===== src/rtl/hzd_pkg.sv =====
package hzd_pkg;

    localparam int SEL_W = 2;

    typedef enum logic [SEL_W-1:0] {
        FWD_RF    = 2'd0,
        FWD_EXMEM = 2'd1,
        FWD_MEMWB = 2'd2
    } fwd_sel_e;

    typedef struct packed {
        logic young;   // match against the stage that becomes EX/MEM
        logic old;     // match against the stage that becomes MEM/WB
    } hit_pair_t;

    // Priority resolution: a bubble clears, the younger producer wins.
    function automatic fwd_sel_e resolve_sel(hit_pair_t h, logic kill);
        if (kill)
            return FWD_RF;
        else if (h.young)
            return FWD_EXMEM;
        else if (h.old)
            return FWD_MEMWB;
        else
            return FWD_RF;
    endfunction

endpackage


===== src/rtl/hzd_match.sv =====
module hzd_match #(
    parameter int IDX_W = 4
) (
    input  logic [IDX_W-1:0] src_idx,
    input  logic             src_vld,
    input  logic [IDX_W-1:0] dst_idx,
    input  logic             dst_we,
    output logic             hit
);
    always_comb begin
        hit = src_vld && dst_we && (src_idx == dst_idx);
    end
endmodule


===== src/rtl/hzd_loaduse.sv =====
module hzd_loaduse #(
    parameter int IDX_W = 4,
    parameter int N_SRC = 3
) (
    input  logic [N_SRC*IDX_W-1:0] src_idx,
    input  logic [N_SRC-1:0]       src_vld,
    input  logic [IDX_W-1:0]       ld_rd,
    input  logic                   ld_we,
    input  logic                   ld_is_load,
    output logic                   use_hit
);
    logic [N_SRC-1:0] per_src;

    for (genvar i = 0; i < N_SRC; i++) begin : g_src
        hzd_match #(.IDX_W(IDX_W)) u_match (
            .src_idx (src_idx[i*IDX_W +: IDX_W]),
            .src_vld (src_vld[i]),
            .dst_idx (ld_rd),
            .dst_we  (ld_we && ld_is_load),
            .hit     (per_src[i])
        );
    end

    always_comb begin
        use_hit = |per_src;
    end
endmodule


===== src/rtl/hzd_sel_stage.sv =====
module hzd_sel_stage
    import hzd_pkg::*;
#(
    parameter int IDX_W = 4,
    parameter int N_SRC = 3
) (
    input  logic                   clk,
    input  logic                   rst,
    input  logic [N_SRC*IDX_W-1:0] src_idx,
    input  logic [N_SRC-1:0]       src_vld,
    input  logic [IDX_W-1:0]       young_rd,
    input  logic                   young_we,
    input  logic [IDX_W-1:0]       old_rd,
    input  logic                   old_we,
    input  logic                   kill,
    output logic [N_SRC*SEL_W-1:0] sel_flat
);
    for (genvar i = 0; i < N_SRC; i++) begin : g_src
        hit_pair_t hits;
        fwd_sel_e  sel_d;
        fwd_sel_e  sel_q;

        hzd_match #(.IDX_W(IDX_W)) u_young (
            .src_idx (src_idx[i*IDX_W +: IDX_W]),
            .src_vld (src_vld[i]),
            .dst_idx (young_rd),
            .dst_we  (young_we),
            .hit     (hits.young)
        );

        hzd_match #(.IDX_W(IDX_W)) u_old (
            .src_idx (src_idx[i*IDX_W +: IDX_W]),
            .src_vld (src_vld[i]),
            .dst_idx (old_rd),
            .dst_we  (old_we),
            .hit     (hits.old)
        );

        always_comb begin
            sel_d = resolve_sel(hits, kill);
        end

        always_ff @(posedge clk) begin
            if (rst)
                sel_q <= FWD_RF;
            else
                sel_q <= sel_d;
        end

        assign sel_flat[i*SEL_W +: SEL_W] = sel_q;
    end
endmodule


===== src/rtl/hazard_unit.sv =====
module hazard_unit
    import hzd_pkg::*;
#(
    parameter int IDX_W = 4,
    parameter int N_SRC = 3
) (
    input  logic                   clk,
    input  logic                   rst,
    input  logic [N_SRC*IDX_W-1:0] dec_src_idx,
    input  logic [N_SRC-1:0]       dec_src_vld,
    input  logic [IDX_W-1:0]       idex_rd,
    input  logic                   idex_we,
    input  logic                   idex_ld,
    input  logic [IDX_W-1:0]       exmem_rd,
    input  logic                   exmem_we,
    output logic                   stall,
    output logic                   bubble,
    output logic [N_SRC*2-1:0]     ex_fwd_sel
);
    logic load_use;

    hzd_loaduse #(.IDX_W(IDX_W), .N_SRC(N_SRC)) u_loaduse (
        .src_idx    (dec_src_idx),
        .src_vld    (dec_src_vld),
        .ld_rd      (idex_rd),
        .ld_we      (idex_we),
        .ld_is_load (idex_ld),
        .use_hit    (load_use)
    );

    // The ID/EX producer lands in EX/MEM next edge; EX/MEM moves to MEM/WB.
    hzd_sel_stage #(.IDX_W(IDX_W), .N_SRC(N_SRC)) u_sel (
        .clk      (clk),
        .rst      (rst),
        .src_idx  (dec_src_idx),
        .src_vld  (dec_src_vld),
        .young_rd (idex_rd),
        .young_we (idex_we),
        .old_rd   (exmem_rd),
        .old_we   (exmem_we),
        .kill     (load_use),
        .sel_flat (ex_fwd_sel)
    );

    always_comb begin
        stall  = load_use;
        bubble = load_use;
    end
endmodule


===== config.mk =====
export PLATFORM = sky130hd
export DESIGN_NAME = hazard_unit
export DESIGN_NICKNAME = d
export VERILOG_FILES = /design/src/rtl/hzd_pkg.sv /design/src/rtl/hzd_match.sv /design/src/rtl/hzd_loaduse.sv /design/src/rtl/hzd_sel_stage.sv /design/src/rtl/hazard_unit.sv
export SDC_FILE = /design/constraint.sdc
export NUM_CORES = 1
export LEC_CHECK = 0
export BUFFER_PORTS_ARGS = -buffer_cell sky130_fd_sc_hd__buf_2
export CAP_MARGIN = 30
export CORE_AREA = 2 2 39 41
export CTS_CLUSTER_SIZE = 14
export DETAILED_ROUTE_END_ITERATION = 10
export DIE_AREA = 0 0 41 43
export PLACE_DENSITY = 0.83
export SLEW_MARGIN = 20
export SYNTH_ARGS = -nofsm -noshare
export SYNTH_HDL_FRONTEND = slang
export SYNTH_SLANG_ARGS = --single-unit

===== constraint.sdc =====
create_clock -name clk -period 1.85 [get_ports clk]
set_input_delay 0.185 -clock clk [delete_from_list [all_inputs] [get_ports clk]]
set_output_delay 0.185 -clock clk [all_outputs]
set_load 0.1 [all_outputs]

==> results_dict.tcl, run 1 <==
set metrics [dict create \
    outcome "completed" \
    cts-hold-fix-buffers 0 \
    cts.reportedPaths.clkPinSlew_ns 0.04 \
    final-hold-violation-count 0 \
    critical_path.startpoint_type "primary input" \
    top_register "u_sel.g_src.sel_q" \
    cts_tree "done" \
    hold_path_start "idex_we" \
    ys.warnings.count 0 \
    synth_cell_types 19 \
    maximum_net_fanout_on_the_critical_path 5 \
    antenna_found_initial 0 \
    wirelength_um 1288 \
    hold_path_class "in -> reg" \
    ff_latch_area_um2 120.1 \
    critical_path_class "in -> out" \
    avgSynthCellArea_um2 8.404 \
    fin_crit_sh 0.8739 \
    clock_sink_count 6 \
    cts_buffers 3 \
    drive_gt1_frac 0.4433 \
    critPathRequiredTime_ns 1.66 \
    post-route-drc-count 0 \
    setup_viol 0 \
    finalCriticalPeriod_ns 1.617 \
    synth_seq_area_share 0.2382 \
    grt_start_max_net_pins 6 \
    cts.root.buffer_cell "clkbuf_4" \
    finalCoreUtilization 0.5488 \
    vias_per_cell 4.832 \
    worst_hold_path.endpoint "u_sel.g_src[0].sel_q[1]" \
    globalRoute.totalOverflow 0 \
    synth.ff_latch_count 6 \
    route.vias.total 546 \
    drt.antenna.violating_nets 0 \
    commonest_non_fill_non_tap_cells_in_the_layout "buf_2 (33), xor2_1 (18), xnor2_1 (6), dfxtp_1 (6), nor2_1 (5)" \
    die_width_um 41 \
    grtUsageTotal 0.1678 \
    postCtsResizedCells 0 \
    synthesis.area_um2 504.2 \
    max-clock-path-buffers 2 \
    finish.net_count 127 \
    slew_viol_final 0 \
    worst_slew_pin_slew_ns 0.4837 \
    worst_hold_path.num_cells 2 \
    fp.coreArea_mm2 0.001384 \
    cts_setup_buffers 0 \
    largest_register_ffs 6 \
    first_global_vias 540 \
    grt_pass1_wl_um 2049 \
    port_buffers 35 \
    arr_time_crit_path_ns 1.43 \
    grt_setup_unrepaired "no" \
    postSynthNetCount 88 \
    synth_cells 60 \
    multi_input_area_um2 387.9 \
    fillCellCount 123 \
    htree_num_levels 1 \
    firstDrtPassIters 4 \
    reg.largest.list "u_sel.g_src.sel_q x6" \
    gpl.final_weighted_congestion 0.8353 \
    synth_to_final_area_change_pct 50.62 \
    drtIter0Drc 2 \
    antenna_cells 0 \
    ioPinCount 36 \
    peakVddDrop_mv 0.1418 \
    setup_total_neg_slack_ns 0 \
    die_y_um 43 \
    cp-startpoint "idex_rd[2]" \
    drv_cap 0 \
    layout_commonest_cell "buf_2" \
    drt-wirelength-per-cell_um 11.40 \
    final_total_pwr_w 0.0003765 \
    initial_utilization 0.3644 \
    die_footprint_mm2 0.001763 \
    total_power_per_unit_cell_area_mw_per_mm2 495.8 \
    endpoint_kind "output port" \
    total_leakage_power_nw 0.3635 \
    fmaxAchievable_mhz 618.5 \
    maxSlewHeadroom 0.6797 \
    std_cell_rows 14 \
]
synth_stat cells:
cell     count  area, µm²
or3_1        1      6.260
nor3_1       4      20.02
xor2_1      18      157.7
nor2b_1      1      6.260
inv_1        1      3.750
o21ai_0      2      10.01
dfxtp_1      6      120.1
buf_4        1      7.510
a21oi_2      1      8.760
nand3_2      3      30.03
xnor2_1      6      52.55
nor4_1       2      12.51
a31oi_1      1      6.260
a21bo_1      1      10.01
a21oi_1      2      10.01
nand2_1      2      7.510
nand4_1      1      6.260
nand3_1      2      10.01
nor2_1       5      18.77
critical path, cell delays in order:
cell     delay [ns]
buf_2          0.13
xor2_1         0.16
nor3_1         0.27
nand3_2        0.19
a31oi_4        0.29
buf_12         0.21
how the worst max path moves through the flow:
| stage | to | slack, ns | depth (start not counted) |
|---|---|---|---|
| floorplan | stall | 0.001 | 5 |
| global placement | bubble | 0.27 | 6 |
| detailed placement | stall | 0.25 | 6 |
| CTS | stall | 0.25 | 6 |
| global route | stall | 0.17 | 6 |
| finish | bubble | 0.23 | 6 |
final cells by class:
class / count / share of cell area
inverters: 1 / 0.004942
clock buffers: 3 / 0.02965
multi-input cells: 52 / 0.5107
repair buffers: 35 / 0.2702
well taps: 16 / 0.02636
flip-flops and latches: 6 / 0.1582
per-stage QoR:
stage | setup WS, ns | hold slack (ns) | instances | area [µm²]
detailed placement | 0.2494 | 0.4073 | 110 | 737.0
global placement | 0.2748 | 0.3981 | 110 | 737.0
finish | 0.2333 | 0.1612 | 113 | 759.5
global route | 0.1709 | 0.1595 | 113 | 759.5
floorplan | 0.001297 | 0.2640 | 60 | 526.8
CTS | 0.2460 | 0.1520 | 113 | 759.5
power by group:
part / leakage (nW) / switching [W] / total (W) / internal, W
Combinational: 0.301 / 0.0000742 / 0.000132 / 0.0000577
Clock: 0.0138 / 0.0000408 / 0.000114 / 0.0000729
Sequential: 0.0483 / 0.000000170 / 0.000131 / 0.000131
Total: 0.364 / 0.000115 / 0.000377 / 0.000261
metal layers:
layer	vias to the layer above	wire length, µm	track usage
li1	277	-	-
met1	251	507	0.1899
met2	18	730	0.2844
met3	0	50	0.005236
met4	0	0	0.1067
met5	-	0	0
kinds of logic after synthesis:
family / synth area share
and+or+nand+nor: 0.2333
xor gates and xnor gates: 0.4169
AOI/OAI and AO/OA: 0.08934
buffers and inverters: 0.02233
DFF: 0.2382
No activity file was read; power rests on OpenSTA's default activity.
==> run 2, diff against run 1 <==
--- a/config.mk
+++ b/config.mk
@@ -7,11 +7,13 @@
 export LEC_CHECK = 0
 export BUFFER_PORTS_ARGS = -buffer_cell sky130_fd_sc_hd__buf_2
 export CAP_MARGIN = 30
-export CORE_AREA = 2 2 39 41
+export CELL_PAD_IN_SITES_DETAIL_PLACEMENT = 1
+export CELL_PAD_IN_SITES_GLOBAL_PLACEMENT = 2
+export CORE_AREA = 2 2 58 49
 export CTS_CLUSTER_SIZE = 14
 export DETAILED_ROUTE_END_ITERATION = 10
-export DIE_AREA = 0 0 41 43
-export PLACE_DENSITY = 0.83
+export DIE_AREA = 0 0 60 51
+export PLACE_DENSITY = 0.87
 export SLEW_MARGIN = 20
 export SYNTH_ARGS = -nofsm -noshare
 export SYNTH_HDL_FRONTEND = slang
==> results_dict.tcl, run 2 (synthesis results as in run 1) <==
set metrics [dict create \
    final_total_pwr_w 0.0003877 \
    antenna_found_initial 0 \
    commonest_non_fill_non_tap_cells_in_the_layout "buf_2 (33), xor2_1 (18), xnor2_1 (6), dfxtp_1 (6), nor2_1 (5)" \
    layout_commonest_cell "buf_2" \
    slowest_stage "a31oi_4" \
    cts_buffers 3 \
    crit_path_cell_trace "buf_2 > xor2_1 > nor3_1 > nand3_2 > a31oi_4 > buf_12" \
    peakVddDrop_mv 0.1255 \
    first_global_vias 585 \
    ioPinCount 36 \
    cts_setup_buffers 0 \
    post-route-drc-count 0 \
    initial_utilization 0.1959 \
    fmaxAchievable_mhz 605.8 \
    slew_viol_final 0 \
    outcome "completed" \
    fin_ws_ns 0.1993 \
    fin_crit_sh 0.8922 \
    die_y_um 51 \
    cts.root.buffer_cell "clkbuf_4" \
    clock_network_fraction_of_design_power 0.316 \
    netsw_w 0.0001258 \
    p_comb_frac 0.347 \
    fp.coreArea_mm2 0.002574 \
    reg.largest.list "u_sel.g_src.sel_q x6" \
    critPathTopFamily "simple AND/OR/NAND/NOR gates" \
    wirelength_um 1557 \
    drtIter0Drc 3 \
    critPathRequiredTime_ns 1.66 \
    critical_path.startpoint_type "primary input" \
    total_power_per_unit_cell_area_mw_per_mm2 492.6 \
    slowest_delay_ns 0.30 \
    synth_to_final_area_change_pct 56.08 \
    top_register "u_sel.g_src.sel_q" \
    drt.antenna.violating_nets 0 \
    worst_slew_pin_slew_ns 0.4887 \
    finish.net_count 127 \
    antenna_cells 0 \
    drv_cap 0 \
    vias_per_cell 4.185 \
    final-hold-violation-count 0 \
    htree_num_levels 1 \
    firstDrtPassIters 2 \
    grt_start_max_net_pins 6 \
    route.vias.total 565 \
    gpl.final_weighted_congestion 0.7451 \
    arr_time_crit_path_ns 1.47 \
    maximum_net_fanout_on_the_critical_path 5 \
    die_width_um 60 \
    postCtsResizedCells 0 \
    drive_gt1_frac 0.4433 \
    max-clock-path-buffers 2 \
    critical_path_class "in -> out" \
    grt_pass1_wl_um 2525 \
    port_buffers 35 \
    std_cell_rows 17 \
    grt_setup_unrepaired "no" \
    drt-wirelength-per-cell_um 11.53 \
    globalRoute.totalOverflow 0 \
    power_share_of_the_sequential_group 0.337 \
    hpwl_um 1446 \
    maxSlewHeadroom 0.6765 \
    hold_path_class "in -> reg" \
    finalCriticalPeriod_ns 1.651 \
    grtUsageTotal 0.1128 \
    die_footprint_mm2 0.003060 \
    cts_tree "done" \
    power.internal_w 0.0002618 \
    setup_total_neg_slack_ns 0 \
    endpoint_kind "output port" \
    total_leakage_power_nw 0.3635 \
    switching_share 0.3246 \
    largest_register_ffs 6 \
    setup_viol 0 \
    cts.reportedPaths.clkPinSlew_ns 0.04 \
    clock_sink_count 6 \
    cts-hold-fix-buffers 0 \
    placement.setup.worst_slack_ns 0.1581 \
    critical_path_buf_inv_count 2 \
]
## run 2: layer usage
| layer | vias to the layer above | track usage | wire length [µm] |
|---|---|---|---|
| met2 | 16 | 0.2011 | 879 |
| met3 | 0 | 0.03038 | 58 |
| met4 | 0 | 0.03333 | 0 |
| li1 | 278 | - | - |
| met1 | 271 | 0.1294 | 619 |
| met5 | - | 0 | 0 |
## run 2: metrics by stage
step / cells / util / hold WS (ns) / area (µm²)
2_1_floorplan: 60 / - / 0.2640 / 526.8
3_3_place_gp: 132 / 0.2970 / 0.3987 / 764.5
3_5_place_dp: 132 / 0.2970 / 0.3990 / 764.5
4_1_cts: 135 / 0.3058 / 0.1409 / 787.0
5_1_grt: 135 / 0.3058 / 0.1385 / 787.0
6_report: 135 / 0.3058 / 0.1448 / 787.0
## run 2: worst paths after layout
check / endpoint / startpoint / depth (start not counted) / slack, ns
setup / recovery: bubble / idex_rd[2] / 6 / 0.20
hold / removal: u_sel.g_src[0].sel_q[1] / idex_we / 2 / 0.14
## run 2: layout make-up
class	instances	area, µm²
fillers	326	1787
flip-flops and latches	6	120.1
clock buffers	3	22.52
multi-input cells	52	387.9
inverters	1	3.754
repair buffers	35	205.2
well taps	38	47.55
## run 2: power by group through the flow
stage                      logic, W  registers, W  clock network, W
after floorplan           0.0000651      0.000140                 0
after global placement     0.000133      0.000133                 0
after detailed placement   0.000136      0.000133                 0
after CTS                  0.000137      0.000131          0.000125
after global routing       0.000147      0.000131          0.000138
final                      0.000134      0.000131          0.000122
